### config.mk
export PLATFORM = sky130hd
export DESIGN_NAME = token_next_engine
export DESIGN_NICKNAME = d
export VERILOG_FILES = /design/src/rtl/tne_pkg.sv /design/src/rtl/tne_host_regs.sv /design/src/rtl/tne_fetch.sv /design/src/rtl/tne_scaler.sv /design/src/rtl/token_next_engine.sv
export SDC_FILE = /design/constraint.sdc
export NUM_CORES = 1
export LEC_CHECK = 0
export BUFFER_PORTS_ARGS = -buffer_cell sky130_fd_sc_hd__buf_2
export CAP_MARGIN = 10
export CORE_ASPECT_RATIO = 1.2
export CORE_MARGIN = 2
export CORE_UTILIZATION = 55
export CTS_CLUSTER_DIAMETER = 60
export CTS_CLUSTER_SIZE = 16
export DETAILED_ROUTE_END_ITERATION = 6
export PLACE_DENSITY = 0.83
export SETUP_SLACK_MARGIN = 0.5
export SYNTH_ARGS = -nofsm -noshare
export SYNTH_HDL_FRONTEND = slang
export SYNTH_HIERARCHICAL = 1
export SYNTH_SLANG_ARGS = --single-unit
### constraint.sdc
create_clock -name clk -period 3.3 [get_ports clk]
set_input_delay 0.165 -clock clk [delete_from_list [all_inputs] [get_ports clk]]
set_output_delay 0.165 -clock clk [all_outputs]
set_load 0.05 [all_outputs]
### src/rtl/tne_pkg.sv
package tne_pkg;
  typedef enum logic {ST_IDLE, ST_READ} fetch_st_t;

  // host register map (4-bit address)
  localparam logic [3:0] RA_CTRL  = 4'h0;
  localparam logic [3:0] RA_CFG   = 4'h1;
  localparam logic [3:0] RA_IP0   = 4'h4;
  localparam logic [3:0] RA_BASE0 = 4'h8;
  localparam logic [3:0] RA_W0    = 4'hC;
endpackage

### src/rtl/tne_host_regs.sv
module tne_host_regs
  import tne_pkg::*;
#(
  parameter int ADDR_W = 24,
  parameter int VEC_W  = 32,
  parameter int CODE_W = 3
) (
  input  logic              clk,
  input  logic              rst,
  input  logic              host_we,
  input  logic [3:0]        host_addr,
  input  logic [7:0]        host_wdata,
  output logic [7:0]        host_rdata,
  input  logic              busy,
  input  logic              done,
  input  logic [VEC_W-1:0]  w_vec,
  output logic [ADDR_W-1:0] ip,
  output logic [ADDR_W-1:0] base,
  output logic [CODE_W-1:0] code,
  output logic              trig
);
  localparam int IP_BYTES = ADDR_W / 8;
  localparam int W_BYTES  = VEC_W / 8;

  logic [7:0] rd_next;

  assign trig = host_we && !busy && (host_addr == RA_CTRL);

  always_ff @(posedge clk) begin
    if (rst) begin
      ip   <= '0;
      base <= '0;
      code <= '0;
    end else if (done) begin
      ip <= ip + ADDR_W'(2);
    end else if (host_we && !busy) begin
      for (int b = 0; b < IP_BYTES; b++) begin
        if (host_addr == RA_IP0 + 4'(b))   ip[8*b +: 8]   <= host_wdata;
        if (host_addr == RA_BASE0 + 4'(b)) base[8*b +: 8] <= host_wdata;
      end
      if (host_addr == RA_CFG) code <= host_wdata[CODE_W-1:0];
    end
  end

  always_comb begin
    rd_next = '0;
    if (host_addr == RA_CTRL) rd_next = {7'b0, busy};
    if (host_addr == RA_CFG)  rd_next = 8'(code);
    for (int b = 0; b < IP_BYTES; b++) begin
      if (host_addr == RA_IP0 + 4'(b))   rd_next = ip[8*b +: 8];
      if (host_addr == RA_BASE0 + 4'(b)) rd_next = base[8*b +: 8];
    end
    for (int b = 0; b < W_BYTES; b++)
      if (host_addr == RA_W0 + 4'(b)) rd_next = w_vec[8*b +: 8];
  end

  always_ff @(posedge clk) begin
    if (rst) host_rdata <= '0;
    else     host_rdata <= rd_next;
  end

  // pointer moves by exactly two per completed step
  a_r4_ip_advance: assert property (@(posedge clk) disable iff (rst)
    done |=> (ip == $past(ip) + ADDR_W'(2)));

  // a busy engine keeps its pointer and configuration
  a_r9_busy_frozen: assert property (@(posedge clk) disable iff (rst)
    (busy && !done) |=> ($stable(ip) && $stable(base) && $stable(code)));
endmodule

### src/rtl/tne_fetch.sv
module tne_fetch
  import tne_pkg::*;
#(
  parameter int ADDR_W = 24,
  parameter int TOK_W  = 16
) (
  input  logic              clk,
  input  logic              rst,
  input  logic              trig,
  input  logic [ADDR_W-1:0] ip,
  input  logic              mem_ack,
  input  logic [7:0]        mem_rdata,
  output logic              mem_req,
  output logic [ADDR_W-1:0] mem_addr,
  output logic              busy,
  output logic              done,
  output logic [TOK_W-1:0]  token
);
  localparam int TOK_BYTES = TOK_W / 8;
  localparam int IDX_W     = (TOK_BYTES > 2) ? $clog2(TOK_BYTES) : 1;
  localparam logic [IDX_W-1:0] LAST = IDX_W'(TOK_BYTES - 1);

  fetch_st_t        st;
  logic [IDX_W-1:0] idx;
  logic [TOK_W-1:0] part;

  assign busy  = (st != ST_IDLE);
  assign done  = (st == ST_READ) && mem_ack && (idx == LAST);
  assign token = {mem_rdata, part[TOK_W-9:0]};

  always_ff @(posedge clk) begin
    if (rst) begin
      st       <= ST_IDLE;
      mem_req  <= 1'b0;
      mem_addr <= '0;
      idx      <= '0;
      part     <= '0;
    end else begin
      case (st)
        ST_IDLE: if (trig) begin
          st       <= ST_READ;
          mem_req  <= 1'b1;
          mem_addr <= ip;
          idx      <= '0;
        end
        ST_READ: if (mem_ack) begin
          if (idx == LAST) begin
            st      <= ST_IDLE;
            mem_req <= 1'b0;
          end else begin
            part[8*idx +: 8] <= mem_rdata;
            idx              <= idx + 1'b1;
            mem_addr         <= mem_addr + ADDR_W'(1);
          end
        end
        default: st <= ST_IDLE;
      endcase
    end
  end

  // a trigger starts a request at the current pointer
  a_r2_start: assert property (@(posedge clk) disable iff (rst)
    trig |=> (busy && mem_req && mem_addr == $past(ip)));

  // an unanswered request holds its address
  a_r3_hold_request: assert property (@(posedge clk) disable iff (rst)
    (mem_req && !mem_ack) |=> (mem_req && $stable(mem_addr)));

  // last byte ends the step and withdraws the request
  a_r10_idle_after_done: assert property (@(posedge clk) disable iff (rst)
    done |=> (!busy && !mem_req));
endmodule

### src/rtl/tne_scaler.sv
module tne_scaler #(
  parameter int TOK_W      = 16,
  parameter int VEC_W      = 32,
  parameter int ADDR_W     = 24,
  parameter int CODE_W     = 3,
  parameter int NUM_SHIFT  = 5,
  parameter int SHIFT_STEP = 2
) (
  input  logic [TOK_W-1:0]  token,
  input  logic [CODE_W-1:0] code,
  input  logic [ADDR_W-1:0] base,
  output logic [VEC_W-1:0]  vec
);
  localparam logic [CODE_W-1:0] TOP = CODE_W'(NUM_SHIFT - 1);

  logic [VEC_W-1:0] cand [NUM_SHIFT];
  logic [CODE_W-1:0] sel;

  // one pre-shifted candidate per supported shift amount
  for (genvar k = 0; k < NUM_SHIFT; k++) begin : g_cand
    assign cand[k] = VEC_W'(token) << (k * SHIFT_STEP);
  end

  always_comb begin
    sel = (code > TOP) ? TOP : code;
    vec = cand[sel] + VEC_W'(base);
  end
endmodule

### src/rtl/token_next_engine.sv
module token_next_engine #(
  parameter int ADDR_W     = 24,
  parameter int TOK_W      = 16,
  parameter int VEC_W      = 32,
  parameter int CODE_W     = 3,
  parameter int NUM_SHIFT  = 5,
  parameter int SHIFT_STEP = 2
) (
  input  logic              clk,
  input  logic              rst,
  input  logic              host_we,
  input  logic [3:0]        host_addr,
  input  logic [7:0]        host_wdata,
  output logic [7:0]        host_rdata,
  output logic              mem_req,
  output logic [ADDR_W-1:0] mem_addr,
  input  logic              mem_ack,
  input  logic [7:0]        mem_rdata
);
  logic              busy, done, trig;
  logic [ADDR_W-1:0] ip, base;
  logic [CODE_W-1:0] code;
  logic [TOK_W-1:0]  token;
  logic [VEC_W-1:0]  scaled, w_vec;

  tne_host_regs #(.ADDR_W(ADDR_W), .VEC_W(VEC_W), .CODE_W(CODE_W)) u_regs (
    .clk, .rst, .host_we, .host_addr, .host_wdata, .host_rdata,
    .busy, .done, .w_vec, .ip, .base, .code, .trig
  );

  tne_fetch #(.ADDR_W(ADDR_W), .TOK_W(TOK_W)) u_fetch (
    .clk, .rst, .trig, .ip, .mem_ack, .mem_rdata,
    .mem_req, .mem_addr, .busy, .done, .token
  );

  tne_scaler #(.TOK_W(TOK_W), .VEC_W(VEC_W), .ADDR_W(ADDR_W), .CODE_W(CODE_W),
               .NUM_SHIFT(NUM_SHIFT), .SHIFT_STEP(SHIFT_STEP)) u_scale (
    .token, .code, .base, .vec(scaled)
  );

  always_ff @(posedge clk) begin
    if (rst)       w_vec <= '0;
    else if (done) w_vec <= scaled;
  end

  // W only moves on a completed step
  a_r7_w_hold: assert property (@(posedge clk) disable iff (rst)
    !done |=> $stable(w_vec));
endmodule

==> results of run 1 <==
==> metal layers <==
layer | vias to the layer above | global-route usage (%) | share of wire [%]
met1 | 4370 | 39.10 | 37
met3 | 159 | 6.108 | 8.5
met5 | - | 0 | 0
met4 | 0 | 24.10 | 7.6
li1 | 4096 | - | -
met2 | 624 | 52.60 | 47
==> timing repair <==
action	CTS	global route
buffers inserted	12	7
setup endpoints to repair	13	16
pin swaps	13	32
cloned	1	2
resized for setup	35	69
==> cell families (layout without fill, tap and decap cells) <==
family	count (synthesis)	after routing
simple gates	433	433
compound gates	304	304
flops	126	126
buf+inv	108	150
mux	81	81
fa+ha+maj	27	27
xor+xnor	22	22
other cells	1	7
==> placed cells by master, fill, tap and decap left out, types with 8 or more instances in the layout <==
cell type / n
nand2_1: 128
dfxtp_1: 123
nor2_1: 106
a21oi_1: 92
mux2i_1: 61
nand3_1: 57
buf_2: 55
o21ai_0: 38
buf_4: 32
o22ai_1: 24
nor3_1: 23
clkbuf_16: 19
inv_1: 19
nand4_1: 19
ha_1: 14
o21ai_2: 14
nor2b_1: 13
xnor2_1: 12
nand2b_1: 11
or3_1: 10
a31oi_1: 10
a21o_1: 10
mux2_2: 9
a211oi_1: 9
a32oi_1: 9
xor2_1: 9
a21oi_2: 8
ha_4: 8
==> final cells by class <==
class,instances,area (sq um)
Multi-Input combinational cell,874,5954
Fill cell,1213,5321
Sequential cell,126,2531
Timing Repair Buffer,98,693.2
Clock buffer,20,456.7
Tap cell,208,260.3
Clock inverter,12,160.2
Inverter,20,75.07
==> path summary, 6_finish.rpt <==
kind	end	slack [ps]	cells after the start
worst max register to register	w_vec[22]$_SDFFE_PP0P_	310	15
worst max-delay path	w_vec[22]$_SDFFE_PP0P_	310	15
worst min register to register	u_fetch/mem_req$_SDFFE_PP0P_	490	2
worst min-delay path	u_fetch/part[4]$_SDFFE_PP0P_	20	3
==> registers in the layout, indices dropped and copies added, names as in the netlist <==
register and cells:
u_fetch/busy 1, u_regs/code 3, u_regs/base 24, u_regs/host_rdata 8, u_fetch/idx 1, u_regs/ip 24, u_fetch/mem_addr 24, w_vec 32
u_fetch/part 8, u_fetch/mem_req 1
==> critical path, stage by stage, from the launching register on <==
cell	delay, ps
dfxtp_2	350
nor2b_4	170
buf_6	160
mux2i_1	270
nand2_1	90
o21ai_0	70
o21ai_1	100
ha_1	300
a21o_1	200
a31o_1	220
a311o_1	300
o31ai_1	240
a31oi_1	80
o311a_1	130
mux2i_1	130
nor2_1	50
==> synth_stat cells (all sizes together), types with 5 or more instances <==
master	n
nand3	57
mux2	12
a2bb2oi	5
nor3b	6
and4	5
mux2i	67
or3	10
a22oi	8
nand4	21
o21a	7
clkbuf	42
a211oi	12
a21oi	104
and3	5
ha	26
a221oi	7
o21ai	58
o211ai	5
and2	8
dfxtp	126
a32oi	9
nor2	110
xor2	10
xnor2	12
nor2b	16
o22ai	25
a21o	10
inv	20
nand2	132
nor3	25
nor4	10
a31oi	10
buf	46
or4	5
nand2b	11
==> power groups by stage <==
stage / Clock [mW] / Combinational [mW] / Sequential (mW)
3_3_place_gp: 0 / 0.335 / 1.59
5_1_grt: 2.05 / 0.420 / 1.56
4_1_cts: 1.97 / 0.357 / 1.56
3_5_place_dp: 0 / 0.338 / 1.59
2_1_floorplan: 0 / 0.228 / 1.61
6_report: 1.96 / 0.400 / 1.56
==> metrics by stage <==
step / instance area, sq um / setup slack [ps] / utilization [%]
floorplan: 8620 / 464.9 / -
global placement: 8837 / 366.6 / 57.19
detailed placement: 8837 / 291.8 / 57.19
CTS: 9691 / 464.7 / 62.71
global route: 10130 / 194.6 / 65.56
finish: 10130 / 312.5 / 65.56
==> metrics.txt, run 1 <==
status finished clean; CTS tree yes; placer's final routability congestion estimate 0.9721; # placed instances 1304; CTS clk-pin slew, worst paths 60 ps; TritonCTS buffer count 17; worst skew pair latency approximately 420 ps; startpoint types flip-flop; row cnt 50; Critical R2R Launch u_regs/code[0]$_SDFFE_PP0P_; Detail Route Antenna Nets 0; power consumption approximately 3.9 mW; WP data arrival 3290 ps; CTS Hold Bufs 0; largest family of logic cells by synthesized area simple AND/OR/NAND/NOR gates; leading post-synthesis cells by cell area dfxtp_1 29%, mux2i_1 7.8%, a21oi_1 5.8%, nand2_1 5.6%, nor2_1 4.8%; hold path start mem_rdata[4]; Root Driver clkbuf_16; flip-flop and latch count after synthesis 126; asr flop ratio synth 0%; Synth Area in Compound Gates a little under a quarter; Die Y between 100 and 150 microns; fin nets about 1200; Layout Cells excl Fill about 1400; Tightest Hold Check Type in -> reg; Area growth, synth to finish 18.05%; internal power slightly below 3 mW; leading area contributor after synthesis dfxtp_1; diodes inserted 0; final worst-path cycle share 90.53%; die area between 0.015 and 0.02 sq mm; Die Wd between 100 and 150 microns; LEAKAGE 3.661 nW; All-Layer GR Usage around a third; Final Setup Violations 0; Final Skew about 11 ps; Crit Path Max Fanout 5; Syn Inst Count ~1100; Logic pwr share 10.2%; Fin. Hold Viols 0; Switching Fraction roughly a quarter; Synth Area in Adders approximately 4.0%; area of the mapped netlist roughly 0.0086 sq mm; Synth top area share just under 30%; maximum VDD drop 0.3394 mV; Flop pwr share about two fifths; RSZ-0062 raised after global routing true; Core Region ~0.015 sq mm; pins over their slew limit 0; Pwr Density slightly below 400 mW/mm^2; Tmin final between 2000 and 3000 ps; Worst setup startpoint u_regs/code[0]$_SDFFE_PP0P_; synth unique cells between 80 and 90; Fmax 334.7 MHz; DRC 0; I/O pins 57; Final HPWL DP between 15000 and 20000 microns; vias in the first global route slightly above 8000; Synth Area in XOR/XNOR under 10%; Clk network pwr share around 50%; Routed WL about 29000 microns; initial antenna violation count 0; critical path class reg -> reg; main flop type after synthesis dfxtp_1; H-tree depth 4; simple-gate portion of the synthesized area about a quarter; number of flops mapped to enable cells by yosys 0; Least-Margin Pin Slew 772.1 ps; initial DRC count 1341; WL/cell ~21 microns; mux contribution to synthesized area slightly below 10%; grt ovf 0; share of post-route cells with drive strength above 1 20.78%; Pre-antenna DRT Iters 7; largest net degree at the start of global routing 75; Worst EP required 3600 ps; max_slew headroom 48.13%; Worst Setup End Kind flip-flop; final hold slack a little over 20 ps; Longest Clk Path Bufs 2; final setup TNS 0 ps; total clock sinks approximately 130; Net Switching 1.013 mW; sequential-to-total area share from yosys stat ~29%; global-route wire length before repair about 44000 microns; warning count from the yosys run 6; via count between 9000 and 10000; Initial Util 55.54%; number of max-cap violations 0; vias per cell 6.811; input/output buffers 56; Mean Syn Cell Area approximately 7.8 sq um
(Power assumes the default switching activity.)
==> run 2: changes to the inputs <==
Settings changed: SETUP_SLACK_MARGIN 0.5 to 0.1.
==> metrics.txt, run 2 (synthesis gave the netlist of run 1 again) <==
Worst Setup End Kind flip-flop; max_slew headroom between 40% and 50%; internal power 2.848 mW; Fin. Hold Viols 0; Final Setup Violations 0; Tightest Hold Check Type in -> reg; Fmax ~330 MHz; total clock sinks 126; Clk network pwr share between 50% and 60%; Worst EP required approximately 3600 ps; max FFs per register 32; via count around 8800; Least-Margin Pin Slew between 700 and 800 ps; Most Crowded Layer GR met2; Pre-antenna DRT Iters 6; largest net degree at the start of global routing 65; Detail Route Antenna Nets 0; critical path class reg -> reg; hold path start mem_rdata[6]; Die Y 140.8 microns; placer's final routability congestion estimate 0.9836; CTS clk-pin slew, worst paths approximately 60 ps; fin worst setup slack approximately 260 ps; Flop pwr share roughly two fifths; Pwr Density 406.6 mW/mm^2; commonest non-fill, non-tap cells in the layout 129 x nand2_1, 126 x dfxtp_1, 109 x nor2_1, 100 x a21oi_1, 66 x mux2i_1; maximum VDD drop between 0.3 and 0.4 mV; global-route wire length before repair roughly 41000 microns; Longest Clk Path Bufs 2; Biggest register w_vec; startpoint types flip-flop; status finished clean; input/output buffers between 50 and 60; Core Region approximately 0.015 sq mm; Routed WL 26840 microns; final setup TNS 0 ps; row cnt 50; Final HPWL DP around 19000 microns; Area growth, synth to finish 10.60%; fin nets 1170; Critical R2R Launch u_regs/code[0]$_SDFFE_PP0P_; initial antenna violation count 0; commonest non-fill, non-tap cell in the layout nand2_1; WL/cell between 20 and 25 microns; LEAKAGE roughly 3.5 nW; met1 usage approximately 36%; All-Layer GR Usage approximately 31%; die area between 0.015 and 0.02 sq mm; reg2reg setup slack between 200 and 300 ps; Final Skew around 9.4 ps; I/O pins 57; diodes inserted 0; Worst setup startpoint u_regs/code[0]$_SDFFE_PP0P_; final worst-path cycle share between 90 and 100%; number of max-cap violations 0; Crit Path Max Fanout 14; DRC 0; RSZ-0062 raised after global routing true; Switching Fraction between 20% and 30%; H-tree depth 4; share of post-route cells with drive strength above 1 between 10 and 15%; Die Wd around 120 microns; Tmin final a little over 3000 ps; vias in the first global route between 8000 and 9000; Logic pwr share under 10%; CTS tree yes; pre-CTS setup slack a little over 300 ps; WP data arrival between 3000 and 4000 ps; met2 Usage GRT roughly 53%; GR Util met3 between 5 and 6%; Net Switching roughly 1.0 mW; Initial Util about 56%; pins over their slew limit 0; TritonCTS buffer count 17; vias per cell around 6.6; grt ovf 0; initial DRC count around 1200; Root Driver clkbuf_16; worst skew pair latency roughly 420 ps
run 2: cell count changes in the layout (fill, tap and decap cells not counted), sizes merged:
cell / delta
buf: -16
clkbuf: -5
clkinvlp: +2
inv: +2
clkinv: -1
run 2: path summary, 6_finish.rpt:
kind	cells past startpoint	endpoint
worst max-delay path	13	w_vec[22]$_SDFFE_PP0P_
worst min-delay path	3	u_fetch/part[6]$_SDFFE_PP0P_
worst max register to register	13	w_vec[22]$_SDFFE_PP0P_
worst min register to register	2	u_fetch/mem_req$_SDFFE_PP0P_
run 2: what timing repair did:
| action | 4_1_cts | 5_1_grt |
|---|---|---|
| setup buffers | 0 | 1 |
| hold buffers | 0 | 0 |
| endpoints found under the setup margin | 0 | 3 |
| resized for setup | 0 | 9 |
| hold endpoints to repair | 0 | 0 |
run 2: power groups by stage:
stage / clock network, mW / registers, mW / logic [mW]
after floorplan: 0 / 1.61 / 0.228
after global placement: 0 / 1.59 / 0.335
after detailed placement: 0 / 1.59 / 0.339
after CTS: 1.95 / 1.56 / 0.342
after global routing: 2.03 / 1.56 / 0.377
final: 1.94 / 1.56 / 0.357
run 2: worst max-delay path, stage by stage (launching register included):
cell	delay, ps
dfxtp_1	320
buf_4	210
mux2_2	360
o21ai_0	140
o21ai_0	100
ha_1	360
a21o_1	200
a31o_1	250
a311o_1	340
o31ai_1	240
a31oi_1	70
o311a_1	120
mux2i_1	130
nor2_1	50
run 2: area by class of cell:
cell class / count / area (sq um)
Fill cell: 1337 / 5961
Multi-Input combinational cell: 874 / 5542
Sequential cell: 126 / 2522
Timing Repair Buffer: 80 / 480.5
Clock buffer: 17 / 425.4
Tap cell: 208 / 260.3
Clock inverter: 15 / 186.4
Inverter: 20 / 75.07
run 2: layer usage:
metal,routed length [microns],up-vias
met5,0,-
met4,1696,0
met3,2230,131
met2,12770,543
met1,10140,4095
li1,-,4059
run 2: stage by stage:
step                      utilization (%)  power, mW  instance area (sq um)  hold slack [ps]  cells
after CTS                           61.17      3.850                   9452            30.53   1338
after detailed placement            57.21      1.930                   8840            463.5   1306
after floorplan                         -      1.833                   8605            237.4   1108
after global routing                61.43      3.966                   9492            31.42   1340
after global placement              57.21      1.925                   8840            458.5   1306
final                               61.43      3.859                   9492            32.54   1340
